`src/rtl/async_rx_fifo2.sv`:
```
module async_rx_fifo2 #(
  parameter int TICKS = 16,
  parameter int DW    = 8
) (
  input  logic          clk,
  input  logic          rst_n,
  input  logic          sample_tick,
  input  logic          port_en,
  input  logic          rx_en,
  input  logic          sync_mode,
  input  logic          nine_bit,
  input  logic          addr_filter,
  input  logic          rx_line,
  input  logic          pop,
  output logic          avail,
  output logic [DW-1:0] rd_data,
  output logic          rd_ninth,
  output logic          frame_err,
  output logic          overrun,
  output logic          rx_idle
);
  localparam int CW   = $clog2(TICKS);
  localparam int HALF = TICKS / 2;
  localparam int BW   = $clog2(DW + 2);
  localparam int EW   = DW + 2;

  typedef enum logic [1:0] {S_IDLE, S_START, S_DATA, S_STOP} st_t;

  logic [1:0]    sync_q;
  st_t           st;
  logic [CW-1:0] tcnt;
  logic [BW-1:0] bidx;
  logic [DW:0]   shreg;
  logic          armed;
  logic [EW-1:0] slot0, slot1;
  logic [1:0]    cnt;
  logic          ovr_q;

  wire line = sync_q[1];
  wire run  = port_en & rx_en & ~sync_mode;
  wire [BW-1:0] last_idx = nine_bit ? BW'(DW) : BW'(DW - 1);
  wire tick_end = (tcnt == CW'(TICKS - 1));

  wire          done    = run & sample_tick & (st == S_STOP) & tick_end;
  wire [DW-1:0] new_dat = nine_bit ? shreg[DW-1:0] : shreg[DW:1];
  wire          new_9th = nine_bit & shreg[DW];
  wire          accept  = done & ~(addr_filter & ~new_9th);
  wire          full    = (cnt == 2'd2);
  wire          push    = accept & ~full;
  wire          do_pop  = pop & (cnt != 2'd0);
  wire [1:0]    after_pop = cnt - {1'b0, do_pop};

  always_ff @(posedge clk or negedge rst_n)
    if (!rst_n) sync_q <= 2'b11;
    else        sync_q <= {sync_q[0], rx_line};

  always_ff @(posedge clk or negedge rst_n) begin
    if (!rst_n) begin
      st <= S_IDLE; tcnt <= '0; bidx <= '0; shreg <= '0; armed <= 1'b0;
    end else if (!run) begin
      st <= S_IDLE; tcnt <= '0; bidx <= '0; armed <= 1'b0;
    end else if (sample_tick) begin
      case (st)
        S_IDLE: begin
          armed <= line;
          if (armed && !line && !ovr_q) begin
            st <= S_START; tcnt <= '0;
          end
        end
        S_START:
          if (tcnt == CW'(HALF - 1)) begin
            tcnt <= '0; bidx <= '0;
            if (line) begin st <= S_IDLE; armed <= 1'b1; end
            else      st <= S_DATA;
          end else tcnt <= tcnt + 1'b1;
        S_DATA:
          if (tick_end) begin
            tcnt  <= '0;
            shreg <= {line, shreg[DW:1]};
            if (bidx == last_idx) st <= S_STOP;
            else                  bidx <= bidx + 1'b1;
          end else tcnt <= tcnt + 1'b1;
        default:
          if (tick_end) begin
            st <= S_IDLE; tcnt <= '0; armed <= 1'b0;
          end else tcnt <= tcnt + 1'b1;
      endcase
    end
  end

  always_ff @(posedge clk or negedge rst_n) begin
    if (!rst_n) begin
      slot0 <= '0; slot1 <= '0; cnt <= 2'd0; ovr_q <= 1'b0;
    end else if (!port_en) begin
      slot0 <= '0; slot1 <= '0; cnt <= 2'd0; ovr_q <= 1'b0;
    end else begin
      if (!rx_en)              ovr_q <= 1'b0;
      else if (accept && full) ovr_q <= 1'b1;
      if (do_pop) slot0 <= slot1;
      if (push) begin
        if (after_pop == 2'd0) slot0 <= {~line, new_9th, new_dat};
        else                   slot1 <= {~line, new_9th, new_dat};
      end
      cnt <= cnt + {1'b0, push} - {1'b0, do_pop};
    end
  end

  assign avail     = (cnt != 2'd0);
  assign rd_data   = slot0[DW-1:0];
  assign rd_ninth  = slot0[DW];
  assign frame_err = slot0[DW+1] & avail;
  assign overrun   = ovr_q;
  assign rx_idle   = (st == S_IDLE);
endmodule

```
`config.mk`:
```
export PLATFORM = sky130hd
export DESIGN_NAME = async_rx_fifo2
export DESIGN_NICKNAME = d
export VERILOG_FILES = /design/src/rtl/async_rx_fifo2.sv
export SDC_FILE = /design/constraint.sdc
export NUM_CORES = 1
export LEC_CHECK = 0
export CAP_MARGIN = 20
export CORE_UTILIZATION = 45
export DETAILED_ROUTE_END_ITERATION = 8
export PLACE_DENSITY = 0.75
export SLEW_MARGIN = 20
export SYNTH_ARGS = -nofsm -noshare
export SYNTH_HDL_FRONTEND = slang
export SYNTH_SLANG_ARGS = --single-unit
```
`constraint.sdc`:
```
create_clock -name clk -period 3.2 [get_ports clk]
set_input_delay 0.32 -clock clk [delete_from_list [all_inputs] [get_ports clk]]
set_output_delay 0.32 -clock clk [all_outputs]
set_load 0.02 [all_outputs]
```
# Word level (Yosys, flattened, before mapping)
# Index checks and enable logic that the tools add are counted.
# op_classes
n_addsub	5
magnitude_cmp	0
muxes	40
reduce_logical	14
n_mul	0
div_mod_pow	0
eq_ne	20
n_bitwise	16
n_shift	0
# ops
operator	count
$mux W10	7
$mux W4	11
$mux W2	9
$pmux W4 S2	2
$ne A3 B3 Y1 const B	5
$and A1 B1 Y1	11
$reduce_and A5 Y1	2
$add A4 B1 Y4 const B	2
$mux W1	8
$mux W8	1
$eq A2 B2 Y1 const B	3
$ne A2 B2 Y1 const B	3
$ne A3 B2 Y1 const B	2
$pmux W2 S3	1
$reduce_and A6 Y1	1
$not A1 Y1	5
$eq A4 B3 Y1 const B	1
$eq A4 B4 Y1	1
$eq A4 B4 Y1 const B	1
$logic_not A2 Y1	2
$ne A4 B2 Y1 const B	1
$reduce_and A2 Y1	2
$reduce_and A4 Y1	1
$sub A2 B1 Y2	2
other kinds (8)	11
# word_totals
ram_bits	0
mem_bits_ro	0
output_inout_bits	13
latch_bits	0
word_cells	105
regBits	45
mem_count	0

# Depth between registers and ports, before layout
# logic_depth
depth_word	10
depth_mapped	10

# Worst setup path before layout
# No wires, ideal clock.
# synth_timing
path_kind	reg-to-reg
startpoint	register tcnt[0]
endpoint	register cnt[1]
t_arrival_ns	2.152
setup_slack_ns	0.929
required_ns	3.081
stages_incl_launch_ff	11
synth_period_minus_slack_ns	2.271
setup_ns	0.119
cell_sequence	dfrtp_1 > ha_1 > nand4_2 > nor4_4 > buf_2 > o21ai_0 > ha_1 > inv_1 > ha_1 > xnor2_1 > and2_1
# synth_between
elab_chain_len	7
# synth_rtl
item	line	rtl
start: declaration	31	logic [CW-1:0] tcnt;
start signal: assignment	75	end else tcnt <= tcnt + 1'b1;
start signal: assignment	82	end else tcnt <= tcnt + 1'b1;
start signal: assignment	86	end else tcnt <= tcnt + 1'b1;
$eq A4 B4 Y1	42	wire tick_end = (tcnt == CW'(TICKS - 1));
$and A1 B1 Y1	44	wire done = run & sample_tick & (st == S_STOP) & tick_end;
$and A1 B1 Y1	47	wire accept = done & ~(addr_filter & ~new_9th);
$and A1 B1 Y1	49	wire push = accept & ~full;
$add A2 B1 Y2	104	cnt <= cnt + {1'b0, push} - {1'b0, do_pop};
$sub A2 B1 Y2	104	
$mux W2	94	end else if (!port_en) begin
end signal: assignment	104	
end: declaration	36	logic [1:0] cnt;
# No other way between the ends.
# A chain may end at the register's enable or synchronous reset.

# Final worst setup path
# layout_timing
startpoint	input port sample_tick
endpoint	register slot1[6]
# layout_between
elab_chain_len	7
# layout_rtl
item	line	rtl
start: declaration	7	input logic sample_tick,
$and A1 B1 Y1 (3 in series)	44	
$and A1 B1 Y1	47	
$and A1 B1 Y1	49	
$ne A2 B1 Y1 (no line)	--	
$reduce_and A2 Y1 (no line)	--	
end signal: assignment	102	else slot1 <= {~line, new_9th, new_dat};
end: declaration	35	logic [EW-1:0] slot0, slot1;
# No other way between the ends.

==> impl_metrics.toml <==
[layout]
num-nets-final = 251
drive_above_1_share_pct = 18.5
fin_cells = 308
syn_to_final_growth_pct = 14.6
final_common_cell = "dfrtp_1"
layout_common_cells = "43 x dfrtp_1, 21 x nand2_1, 21 x clkdlybuf4s50_1, 19 x mux2_2, 19 x mux2i_1"
utilization_pct = 53.7
diodes = 0

[logic_synthesis]
synth_top_flop_cell = "dfrtp_1"
synth_edf_count = 0
ys.warnings.count = 0
async_flop_share_pct = 100
syn_area_per_cell_um2 = 10.9
synth_cells = 221
ys_types = 43
ys_seq_elements = 45
synth_nets = 235
seq_area_frac_synth_pct = 46.9
syn_area_um2 = 2410

[place]
gp_congestion = 0.772
dp_hpwl_mm = 3.14
place_ws_ps = 660
dp_cells = 300
io_buffers = 22

[setup_path]
cp.arrival_ps = 2490
cp-end-kind = "flop"
start_kind = "input pin"
path_max_fanout = 13
worstSetupPathType = "input pin to flop"
cp_data_required_time_ps = 3420

[sta]
finalSetupViolCount = 0
fmax_mhz = 441
rsz0062_at_grt = "no"
fin_setup_tns_ps = 0
post-route-min-period_ps = 2270
skew_ps = 11.5
layout_setup_ws_ps = 932
max_slew_margin_pct = 62.3
post-route-period-util_pct = 70.9
slew_violations = 0
hold_viol = 0
tightest_slew_ps = 566

[global_route]
grt_overflow = 0
met1_usage_pct = 24.8
grt_pass1_vias = 1669
track_usage_pct = 18.4
gr-max-usage-layer = "met2"
antenna_found_initial = 0
grt_pass1_wl_mm = 7.85
grt_max_degree = 46
use_met2_pct = 29.8
use_met3_pct = 3.61

[power]
p_leak_nw = 1.32
finalPower_mw = 1.07
combPwrFrac_pct = 4.2
p_int_mw = 0.841
pwr-share-seq_pct = 53.7
p_sw_mw = 0.224
powerDensity_nw_per_um2 = 386
swShare_pct = 21.0
ir_drop_mv = 0.187
clkPwrFrac_pct = 42.1

[floorplan]
core_um2 = 5140
die-area_um2 = 5650
dieWidth_um = 75.2
start_util_pct = 46.9
rows = 26
die_y_um = 75.2
io_pins = 23

[detailed_routing]
drtIter0Drc = 134
wl_mm = 4.56
viasPerCell = 5.54
firstDrtPassIters = 4
antenna_left = 0
dr_total_vias = 1705
wire_per_inst_um = 14.8
drc = 0

[clocking]
cts_resized = 0
cts_sinks = 45
cts_tree = "done"
cts_setup_buffers = 0
cts_max_level = 2
ctsHoldBuffers = 0
clock_latency_ps = 300
cts_root_buf = "clkbuf_8"
clk_pin_slew_ps = 80
numCtsBuffers = 5
clockBufferDepth = 2

[status]
status = "finished clean"

[worst_hold_path]
hold_path_class = "input pin to asynchronous set/reset pin"

[flow_run]
cap_violations = 0
[per-layer routing]
layer	routed length (um)	vias up
met5	0	-
met4	100	0
met3	164	7
met2	2130	33
met1	2160	840
li1	-	825
[flip-flops by register name (all words and copies together), names as in the netlist]
| name | flops |
|---|---|
| slot0 | 10 |
| slot1 | 10 |
| shreg | 9 |
| bidx | 4 |
| tcnt | 4 |
| cnt | 2 |
| st | 2 |
| sync_q | 2 |
| armed | 1 |
| overrun | 1 |
[cells by family (layout without fill, tap and decap cells)]
| logic type | Yosys count | in the layout | share of synthesized area [%] |
|---|---|---|---|
| adder cells (fa/ha/maj) | 4 | 4 | 2.08 |
| AO/OA/AOI/OAI | 37 | 37 | 11.8 |
| buffers and inverters | 27 | 44 | 6.13 |
| AND/OR/NAND/NOR | 68 | 68 | 15.6 |
| XOR/XNOR | 2 | 2 | 0.727 |
| multiplexers | 38 | 38 | 16.8 |
| flip-flops | 45 | 45 | 46.9 |
[area by class of cell]
class                           instances  area, um^2
Inverter                                8        30.0
Clock inverter                          2        37.5
Timing Repair Buffer                   28         263
Clock buffer                            6        82.6
Sequential cell                        45        1130
Tap cell                               70        87.6
Fill cell                             484        2380
Multi-Input combinational cell        149        1130
[path summary, 6_finish.rpt]
kind,to,slack [ps],depth (start not counted),startpoint
min in group clk,sync_q[1],360,0,sync_q[0]
max in group asynchronous,bidx[0],2800,1,rst_n
max,slot1[6],930,6,sample_tick
min,tcnt[2],0.3,1,rst_n
max reg2reg,slot1[6],960,6,tcnt[0]
min reg2reg,sync_q[1],360,0,sync_q[0]
[cells in the mapped netlist (2+ instances only)]
cell type / number / area, um^2
mux2_2: 19 / 214
mux2i_1: 19 / 190
buf_4: 9 / 67.6
o211a_1: 11 / 110
nor2_1: 6 / 22.5
xnor2_1: 2 / 17.5
and3_1: 2 / 12.5
buf_2: 4 / 20.0
o211ai_1: 2 / 15.0
or3_1: 2 / 12.5
a21oi_1: 6 / 30.0
clkbuf_1: 4 / 15.0
nand3_1: 14 / 70.1
dfstp_2: 2 / 52.6
a31oi_1: 2 / 12.5
dfrtp_1: 43 / 1080
and2_1: 4 / 25.0
a41oi_1: 2 / 17.5
or2_2: 4 / 25.0
a22oi_1: 2 / 15.0
ha_1: 4 / 50.1
nand2_1: 21 / 78.8
o21ai_0: 5 / 25.0
inv_1: 8 / 30.0
a21boi_0: 2 / 15.0
nor4_1: 3 / 18.8
nand3b_1: 3 / 22.5
[per-stage QoR]
| stage | hold slack, ps | instance area, um^2 |
|---|---|---|
| 2_1_floorplan | 24.4 | 2410 |
| 3_3_place_gp | 347 | 2640 |
| 3_5_place_dp | 347 | 2640 |
| 4_1_cts | 213 | 2760 |
| 5_1_grt | 54.0 | 2760 |
| 6_report | 0.265 | 2760 |
[critical path, stage by stage]
cell	delay [ps]
clkdlybuf4s50_1	650
nand4_2	230
nor4_4	310
buf_4	230
o211a_1	490
mux2i_1	250
[power groups by stage]
stage                     sequential (mW)  clock, mW  combinational [mW]
final                               0.572      0.449              0.0444
after global routing                0.573      0.479              0.0495
after CTS                           0.572      0.459              0.0448
after detailed placement            0.584          0              0.0449
after global placement              0.584          0              0.0449
after floorplan                     0.583          0              0.0150
No activity file was read; power rests on OpenSTA's default activity.
